--- config.mk ---
export PLATFORM = sky130hd
export DESIGN_NAME = dmt_windowed
export DESIGN_NICKNAME = d
export VERILOG_FILES = /design/src/rtl/dmt_pkg.sv /design/src/rtl/dmt_span_decode.sv /design/src/rtl/dmt_count_core.sv /design/src/rtl/dmt_event_reg.sv /design/src/rtl/dmt_windowed.sv
export SDC_FILE = /design/constraint.sdc
export NUM_CORES = 1
export LEC_CHECK = 0
export ABC_AREA = 1
export BUFFER_PORTS_ARGS = -buffer_cell sky130_fd_sc_hd__buf_2
export CAP_MARGIN = 20
export CORE_AREA = 10 10 139 141
export DETAILED_ROUTE_END_ITERATION = 8
export DIE_AREA = 0 0 149 151
export GPL_ROUTABILITY_DRIVEN = 0
export PLACE_DENSITY = 0.63
export SLEW_MARGIN = 15
export SYNTH_ARGS = -nofsm -noshare
export SYNTH_HDL_FRONTEND = slang
export SYNTH_SLANG_ARGS = --single-unit
--- constraint.sdc ---
create_clock -name clk -period 10 [get_ports clk]
set_input_delay 2.5 -clock clk [delete_from_list [all_inputs] [get_ports clk]]
set_output_delay 2.5 -clock clk [all_outputs]
set_load 0.1 [all_outputs]
--- src/rtl/dmt_pkg.sv ---
package dmt_pkg;
   // one-cycle events produced by the counting core
   typedef struct packed {
      logic expired;
      logic early;
   } dmt_evt_t;

   localparam int DMT_CNT_W    = 32;
   localparam int DMT_SEL_W    = 5;
   localparam int DMT_WIN_W    = 3;
   localparam int DMT_BASE_EXP = 8;
   localparam int DMT_TOP_CODE = 23;
endpackage

--- src/rtl/dmt_span_decode.sv ---
module dmt_span_decode #(
   parameter int CNT_W      = dmt_pkg::DMT_CNT_W,
   parameter int SEL_W      = dmt_pkg::DMT_SEL_W,
   parameter int WIN_W      = dmt_pkg::DMT_WIN_W,
   parameter int BASE_EXP   = dmt_pkg::DMT_BASE_EXP,
   parameter int TOP_CODE   = dmt_pkg::DMT_TOP_CODE,
   parameter bit RSV_TO_MAX = 1'b1
) (
   input  logic [SEL_W-1:0] cnt_sel,
   input  logic [WIN_W-1:0] win_sel,
   output logic [CNT_W-1:0] term_mask,
   output logic [CNT_W-1:0] open_at
);
   localparam int EXP_W = $clog2(CNT_W + 1);

   logic [SEL_W-1:0] eff_sel;
   logic [EXP_W-1:0] span_exp;

   // reserved codes: either pinned to the largest span or to the smallest
   generate
      if (RSV_TO_MAX) begin : g_rsv_max
         assign eff_sel = (cnt_sel > SEL_W'(TOP_CODE)) ? SEL_W'(TOP_CODE) : cnt_sel;
      end else begin : g_rsv_min
         assign eff_sel = (cnt_sel > SEL_W'(TOP_CODE)) ? '0 : cnt_sel;
      end
   endgenerate

   assign span_exp = EXP_W'(eff_sel) + EXP_W'(BASE_EXP);

   // term_mask = T-1: ones below the span exponent
   generate
      for (genvar b = 0; b < CNT_W; b++) begin : g_mask
         assign term_mask[b] = (int'(span_exp) > b);
      end
   endgenerate

   // T - T/2^k == (T-1) - ((T-1) >> k) for k <= exponent
   always_comb begin
      if (win_sel == '0) open_at = '0;
      else               open_at = term_mask - (term_mask >> win_sel);
   end
endmodule

--- src/rtl/dmt_count_core.sv ---
module dmt_count_core #(
   parameter int CNT_W = dmt_pkg::DMT_CNT_W
) (
   input  logic                clk,
   input  logic                rst_n,
   input  logic                run,
   input  logic                adv,
   input  logic                svc,
   input  logic [CNT_W-1:0]    term_mask,
   input  logic [CNT_W-1:0]    open_at,
   output logic [CNT_W-1:0]    count_q,
   output logic                in_window,
   output dmt_pkg::dmt_evt_t   evt_next
);
   logic legal;
   logic wrap;

   always_comb begin
      in_window        = (count_q >= open_at);
      legal            = run & svc & in_window;
      evt_next.early   = run & svc & ~in_window;
      wrap             = run & adv & ~legal & (count_q >= term_mask);
      evt_next.expired = wrap;
   end

   always_ff @(posedge clk or negedge rst_n) begin
      if (!rst_n)                   count_q <= '0;
      else if (!run || legal || wrap) count_q <= '0;
      else if (adv)                 count_q <= count_q + CNT_W'(1);
   end
endmodule

--- src/rtl/dmt_event_reg.sv ---
module dmt_event_reg (
   input  logic              clk,
   input  logic              rst_n,
   input  dmt_pkg::dmt_evt_t evt_next,
   output logic              tmo_evt,
   output logic              svc_err
);
   always_ff @(posedge clk or negedge rst_n) begin
      if (!rst_n) begin
         tmo_evt <= 1'b0;
         svc_err <= 1'b0;
      end else begin
         tmo_evt <= evt_next.expired;
         svc_err <= evt_next.early;
      end
   end
endmodule

--- src/rtl/dmt_windowed.sv ---
module dmt_windowed #(
   parameter int CNT_W      = dmt_pkg::DMT_CNT_W,
   parameter int SEL_W      = dmt_pkg::DMT_SEL_W,
   parameter int WIN_W      = dmt_pkg::DMT_WIN_W,
   parameter int BASE_EXP   = dmt_pkg::DMT_BASE_EXP,
   parameter int TOP_CODE   = dmt_pkg::DMT_TOP_CODE,
   parameter bit RSV_TO_MAX = 1'b1
) (
   input  logic             clk,
   input  logic             rst_n,
   input  logic             count_en,
   input  logic [SEL_W-1:0] cnt_sel,
   input  logic [WIN_W-1:0] win_sel,
   input  logic             cfg_en,
   input  logic             sw_on,
   input  logic             svc,
   output logic             tmo_evt,
   output logic             win_open,
   output logic             svc_err
);
   localparam int MAX_WIN_K = (1 << WIN_W) - 1;

   // elaboration-time parameter checks
   if (BASE_EXP + TOP_CODE >= CNT_W) begin : g_bad_span
      $error("largest terminal count does not fit the counter width");
   end
   if (MAX_WIN_K > BASE_EXP) begin : g_bad_win
      $error("window fraction finer than the smallest terminal count");
   end
   if (TOP_CODE >= (1 << SEL_W)) begin : g_bad_code
      $error("top count code does not fit the select width");
   end

   logic              run;
   logic [CNT_W-1:0]  term_mask;
   logic [CNT_W-1:0]  open_at;
   logic [CNT_W-1:0]  count_q;
   logic              in_window;
   dmt_pkg::dmt_evt_t evt_next;

   assign run = cfg_en | sw_on;

   dmt_span_decode #(
      .CNT_W(CNT_W), .SEL_W(SEL_W), .WIN_W(WIN_W),
      .BASE_EXP(BASE_EXP), .TOP_CODE(TOP_CODE), .RSV_TO_MAX(RSV_TO_MAX)
   ) u_decode (
      .cnt_sel  (cnt_sel),
      .win_sel  (win_sel),
      .term_mask(term_mask),
      .open_at  (open_at)
   );

   dmt_count_core #(.CNT_W(CNT_W)) u_core (
      .clk      (clk),
      .rst_n    (rst_n),
      .run      (run),
      .adv      (count_en),
      .svc      (svc),
      .term_mask(term_mask),
      .open_at  (open_at),
      .count_q  (count_q),
      .in_window(in_window),
      .evt_next (evt_next)
   );

   dmt_event_reg u_events (
      .clk     (clk),
      .rst_n   (rst_n),
      .evt_next(evt_next),
      .tmo_evt (tmo_evt),
      .svc_err (svc_err)
   );

   assign win_open = run & in_window;
endmodule

Word level (Yosys, flattened, before mapping)
Cells that the tools add are included.
- word-level logic and storage cells: 61
- input port bits: 14
- output and inout port bits: 3
- bits in registers: 34
- multiplexer cells: 4
- add/sub/neg operators: 3
- reductions and logical operators: 5
- order comparisons: 35
- bitwise operators: 10
- shifts and indexed selects: 1
- operator list (kind ; count):
    greater-than comparator 6 x 5 -> 1 bit (second input constant) ; 16
    2-to-1 mux 32 bit ; 3
    greater-or-equal comparator 32 bit ; 2
    greater-than comparator 6 x 4 -> 1 bit (second input constant) ; 8
    adder 32 x 1 -> 32 bit (second input constant) ; 1
    >> shifter 32 x 3 -> 32 bit ; 1
    subtractor 32 bit ; 1
    greater-than comparator 6 x 3 -> 1 bit (second input constant) ; 4
    greater-than comparator 6 x 1 -> 1 bit (second input constant) ; 2
    greater-than comparator 6 x 2 -> 1 bit (second input constant) ; 2
    bitwise AND 1 bit ; 7
    adder 5 x 4 -> 6 bit (second input constant) ; 1
    greater-than comparator 5 bit (second input constant) ; 1
    2-to-1 mux 5 bit ; 1
    logical NOT 3 bit ; 1
    logical OR 1 bit ; 2
    NOT 1 bit ; 2
    nonzero test 2 bit ; 1
    logical NOT 1 bit ; 1
    OR 1 bit ; 1

Depth between registers and ports, before layout
- word-level depth: 14
- gate-level depth with buffers: 42
- gate-level depth less buffers: 40

By module
Synthesis repeated with hierarchy kept, for this count alone.
- cell total of the unflattened synthesis: 1376
- area total of the unflattened synthesis: 8204.1 µm²
- modules (own cells, without submodules) (module ; times used ; sequential area each (µm²) ; cells each ; area each (µm²)):
    dmt_count_core ; 1 ; 800.8 ; 627 ; 4100.2
    dmt_span_decode ; 1 ; 0.0 ; 743 ; 4036.4
    dmt_event_reg ; 1 ; 50.0 ; 2 ; 50.0
    dmt_windowed ; 1 ; 0.0 ; 4 ; 17.5

Worst setup path after synthesis
No wires, ideal clock.
- path kind: input to output
- from: input cnt_sel[4]
- to: output win_open
- slack: -33 ps
- data arrival time: 7533 ps
- cell stages on the path: 34
- data required time: 7500 ps
- buffers on the path: 1
- path through: inv_4 > nand2_4 > ha_1 > buf_2 > inv_1 > nor2_1 > inv_1 > nand2_1 > inv_1 > o21ai_1 > nand2_1 > nand2_1 > a21oi_1 > ha_1 > inv_1 > fa_1 > nand2_1 > a21oi_1 > nand3_1 > nand2_1 > nand2_1 > nand2_1 > nand2_1 > nand2_1 > nand2_1 > nand3_1 > nand3_1 > ha_1 > nand2_1 > nor2_1 > nand4_1 > a21oi_1 > nor2_1 > a21oi_1
- cells in the longest elaborated chain, start to end: 9
- elaborated cells between the ends (all ways): 40
- those cells by class: add/sub: 2; order compare: 34; shift: 1; mux: 2; bitwise: 1
- ends and longest elaborated chain (what ; line ; source):
    start, declared ; dmt_windowed.sv:12 ; input logic [SEL_W-1:0] cnt_sel,
    greater-than comparator 5 bit ; dmt_span_decode.sv:22 ; assign eff_sel = (cnt_sel > SEL_W'(TOP_CODE)) ? SEL_W'(TOP_CODE) : cnt_sel;
    2-to-1 mux 5 bit * ; dmt_span_decode.sv:22 ;
    adder 5 x 4 -> 6 bit * ; dmt_span_decode.sv:28 ; assign span_exp = EXP_W'(eff_sel) + EXP_W'(BASE_EXP);
    greater-than comparator 6 x 1 -> 1 bit (tied with other cells) ; dmt_span_decode.sv:33 ; assign term_mask[b] = (int'(span_exp) > b);
    >> shifter 32 x 3 -> 32 bit ; dmt_span_decode.sv:40 ; else open_at = term_mask - (term_mask >> win_sel);
    subtractor 32 bit * ; dmt_span_decode.sv:40 ;
    2-to-1 mux 32 bit * ; dmt_span_decode.sv:39 ; if (win_sel == '0) open_at = '0;
    greater-or-equal comparator 32 bit * ; dmt_count_core.sv:19 ; in_window = (count_q >= open_at);
    bitwise AND 1 bit * ; dmt_windowed.sv:74 ; assign win_open = run & in_window;
    end, declared ; dmt_windowed.sv:18 ; output logic win_open,
Every way passes the cells marked *; elsewhere a longest branch is shown, timed or not.

Worst setup path in the final report
Ends and elaborated chain as after synthesis.

==> results by group <==
Run
  • Max-cap violations: 0

Drt
  • DR iter-0 viols: 615
  • Number of nets with antenna violations after routing: 0
  • Routed length per placed instance: approximately 16 um
  • Via density per instance: 5.51
  • Pre-antenna DRT Iters: 4
  • Final wirelength: around 24 mm
  • DRC violation count after routing: 0
  • Number of vias in the routed layout: roughly 8,000

Yosys
  • Synthesized area per cell: 5.85 um2
  • Synthesis-stage register bit count: 34
  • Ranking of synthesized cells by area: sky130_fd_sc_hd__nand2_1 20%, sky130_fd_sc_hd__ha_1 18%, sky130_fd_sc_hd__dfrtp_1 12%
  • Post-synthesis cell count: about 1,300
  • Most used flip-flop cell after synthesis: sky130_fd_sc_hd__dfrtp_1
  • Cell taking the most area after synthesis: sky130_fd_sc_hd__nand2_1
  • Yosys warns: 0
  • Cell area after synthesis: between 7000 and 8000 um2
  • Number of distinct library cell variants in the gate-level netlist after synthesis: between 40 and 50
  • Post-Synthesis Net Count: about 1,400
  • Post-synthesis sequential area ratio: a little under an eighth
  • Number of flops mapped to enable cells by yosys: 0
  • Yosys top cell area share: approximately a fifth
  • Async set-reset flop share out of synthesis: 100%

Finish
  • Count of inserted antenna diode cells: 0
  • Reg area: between 800 and 900 um2
  • Fraction of layout instances using a drive strength above 1: 9.55%
  • Area growth from synthesis to layout: 7.91%
  • Commonest cells after routing, fill and taps aside: 384 x sky130_fd_sc_hd__nand2_1, 128 x sky130_fd_sc_hd__inv_1, 118 x sky130_fd_sc_hd__nor2_1, 102 x sky130_fd_sc_hd__ha_1, 81 x sky130_fd_sc_hd__nand3_1
  • Fin nets: about 1,400
  • Fill cells: between 1,500 and 2,000
  • Final standard cell area without fillers: 7920 um2
  • Post-layout util: ~48%
  • Most common cell after layout, fill and taps aside: sky130_fd_sc_hd__nand2_1
  • Area of the multi-input gates: 5810 um2

Setup path
  • Delay of the slowest cell on the worst path: about 360 ps
  • Most frequent cell on the critical path: sky130_fd_sc_hd__nand2_1
  • CP top delay family: simple AND/OR/NAND/NOR gates
  • CP Launch Type: input port
  • Arrival time of the worst setup path: a little over 7000 ps
  • Critical path's slowest cell: sky130_fd_sc_hd__ha_1
  • Crit Path Class: in2out
  • Buffer and inverter count on the worst path: 5
  • Worst EP required: ~7500 ps
  • Largest fanout of any net on the critical path: 8
  • Crit path capture type: output pin

Global routing
  • Vias in the first global route: around 7,600
  • Remaining global-route overflow: 0
  • Number of antenna violations at the first check in global routing: 0
  • First-pass GRT wire length: about 38 mm
  • Total GRT Usage: about a fifth
  • Maximum number of pins on one net before global-route repair: 38

Outcome
  • Outcome: completed

STA
  • Worst setup slack after layout: 325 ps
  • Slew @ Worst Pin: 801 ps
  • Achievable frequency: just over 100 MHz
  • Crit share post-route: roughly 97%
  • Total negative slack: 0 ps
  • Final hold violation count: 0
  • Final worst clock skew: 4.88 ps
  • Final setup vio count: 0
  • Final count of pins violating max slew: 0
  • RSZ-0062 raised after global routing: no
  • Relative max-transition margin: 46.6%
  • Clock period minus worst slack: 9680 ps

CTS
  • Clock net sink count: 34
  • Root buffer cell: sky130_fd_sc_hd__clkbuf_16
  • Number of buffers created by CTS: 5
  • Clock tree from TritonCTS: built
  • Clock Path Buffers: 2
  • H-tree level count: 2
  • CTS clk-pin slew, worst paths: around 50 ps
  • Clock Latency Late Sink: slightly below 300 ps

Placement
  • Half-perimeter wire length after placement: around 20 mm
  • Worst setup slack after placement: approximately 240 ps
  • Post-detailed-placement cell area: 7710 um2
  • Number of buffer cells added on primary ports: 16

Pwr
  • Max rail drop VDD: 110 uV
  • Total power per unit cell area: about 100 nW/um2
  • Leakage dissipation: between 4 and 5 nW

Floorplanning
  • Core box area: approximately 16,000 um2
  • Die extent in y: approximately 150 um
  • Horizontal die dimension: 149 um
  • Die footprint: around 22,000 um2
  • Standard-cell row count: 47
  • Starting density of the core: between 40% and 50%
  • Top-Level Pins: 17

Worst hold path
  • Worst min-delay path class: reg2reg
## per-layer routing
metal	part of all wire (%)	wire [um]	track usage [%]	vias up
li1	-	-	-	4195
met1	45	10700	27.5	3699
met2	46	10900	35.3	251
met3	5.6	1310	1.70	50
met4	3.1	726	6.18	0
met5	0	0	0	-
## state kept, by name, summed over array words and instances, names as in the netlist
register	count
u_core.count_q	32
u_events.svc_err	1
u_events.tmo_evt	1
## Yosys cell counts (2+ instances only)
library cell / instances
sky130_fd_sc_hd__a21o_1: 5
sky130_fd_sc_hd__xnor2_1: 7
sky130_fd_sc_hd__nand4_1: 56
sky130_fd_sc_hd__o21ai_2: 8
sky130_fd_sc_hd__o21ai_1: 25
sky130_fd_sc_hd__o22ai_1: 3
sky130_fd_sc_hd__clkbuf_1: 13
sky130_fd_sc_hd__dfrtp_1: 34
sky130_fd_sc_hd__xor2_1: 14
sky130_fd_sc_hd__a21oi_1: 77
sky130_fd_sc_hd__o211ai_1: 2
sky130_fd_sc_hd__a21oi_2: 5
sky130_fd_sc_hd__nor2_4: 4
sky130_fd_sc_hd__nor3b_1: 2
sky130_fd_sc_hd__nand2_1: 384
sky130_fd_sc_hd__clkinv_1: 6
sky130_fd_sc_hd__nand2_4: 5
sky130_fd_sc_hd__o21ai_0: 56
sky130_fd_sc_hd__inv_1: 128
sky130_fd_sc_hd__nor3_1: 15
sky130_fd_sc_hd__a31oi_1: 4
sky130_fd_sc_hd__or2_2: 8
sky130_fd_sc_hd__nor4_1: 3
sky130_fd_sc_hd__nand3b_1: 4
sky130_fd_sc_hd__buf_1: 3
sky130_fd_sc_hd__a21boi_0: 3
sky130_fd_sc_hd__ha_1: 103
sky130_fd_sc_hd__nor2_1: 121
sky130_fd_sc_hd__nor2_2: 6
sky130_fd_sc_hd__o31ai_1: 2
sky130_fd_sc_hd__o21a_1: 9
sky130_fd_sc_hd__nand2_2: 11
sky130_fd_sc_hd__inv_4: 2
sky130_fd_sc_hd__nand3_1: 81
sky130_fd_sc_hd__inv_2: 15
sky130_fd_sc_hd__buf_2: 16
sky130_fd_sc_hd__or2_1: 2
sky130_fd_sc_hd__o21bai_1: 4
## stage by stage
stage / hold slack (ps) / std cells / power (mW)
finish: 593 / 1487 / 0.807
global route: 622 / 1487 / 0.878
CTS: 591 / 1484 / 0.793
detailed placement: 579 / 1476 / 0.634
global placement: 572 / 1476 / 0.631
floorplan: 541 / 1254 / 0.497
## what timing repair did
action                                  in CTS  in global routing
setup buffers                                0                  3
gates resized for setup                      0                 13
hold buffers                                 0                  0
endpoints found under the setup margin       0                  1
## final cells by class
type / count / share of cell area [%]
clock inverters: 1 / 0.0632
repair buffers: 37 / 3.22
flip-flops and latches: 34 / 10.7
multi-input cells: 1037 / 73.4
well taps: 220 / 3.48
inverters: 151 / 7.25
clock buffers: 7 / 1.80
## worst reg2reg max path: stages, from the launching register on
cell and delay, ps:
sky130_fd_sc_hd__dfrtp_1 470, sky130_fd_sc_hd__ha_1 350, sky130_fd_sc_hd__nand2_1 90, sky130_fd_sc_hd__inv_1 40, sky130_fd_sc_hd__nand2_1 50, sky130_fd_sc_hd__nand2_1 40, sky130_fd_sc_hd__nand2_1 50, sky130_fd_sc_hd__nand2_1 50
sky130_fd_sc_hd__nor2_1 80, sky130_fd_sc_hd__nand2_1 80, sky130_fd_sc_hd__nand2_1 130, sky130_fd_sc_hd__nand2_1 150, sky130_fd_sc_hd__nand2_2 540, sky130_fd_sc_hd__nand3_1 220, sky130_fd_sc_hd__nand2_1 490, sky130_fd_sc_hd__nor2_1 90
## worst paths after layout
kind / start / end / slack, ps / cells after the start
setup / recovery: cnt_sel[4] / win_open / 320 / 31
hold / removal: u_core.count_q[0] / u_core.count_q[0] / 590 / 2
setup reg to reg: u_core.count_q[11] / u_core.count_q[18] / 6920 / 15
hold reg to reg: u_core.count_q[0] / u_core.count_q[0] / 590 / 2
max in group asynchronous: rst_n / u_events.svc_err / 7190 / 1
min in group asynchronous: rst_n / u_core.count_q[31] / 2300 / 1
## logic make-up after synthesis
group                    Yosys count  synth area share [%]
AND/OR/NAND/NOR                  704                  42.0
AO/OA/AOI/OAI                    207                  16.2
buffers and inverters            183                  9.70
adder cells (fa/ha/maj)          104                  17.8
flip-flops                        34                  11.6
XOR/XNOR                          21                  2.51
multiplexers                       1                 0.136
## where the power goes
group	internal [mW]	switching (mW)	leakage, nW
clock	0.0986	0.0575	0.0739
sequential	0.141	0.00448	0.471
combinational	0.166	0.340	3.61
total	0.405	0.402	4.15
(Power assumes the default switching activity.)
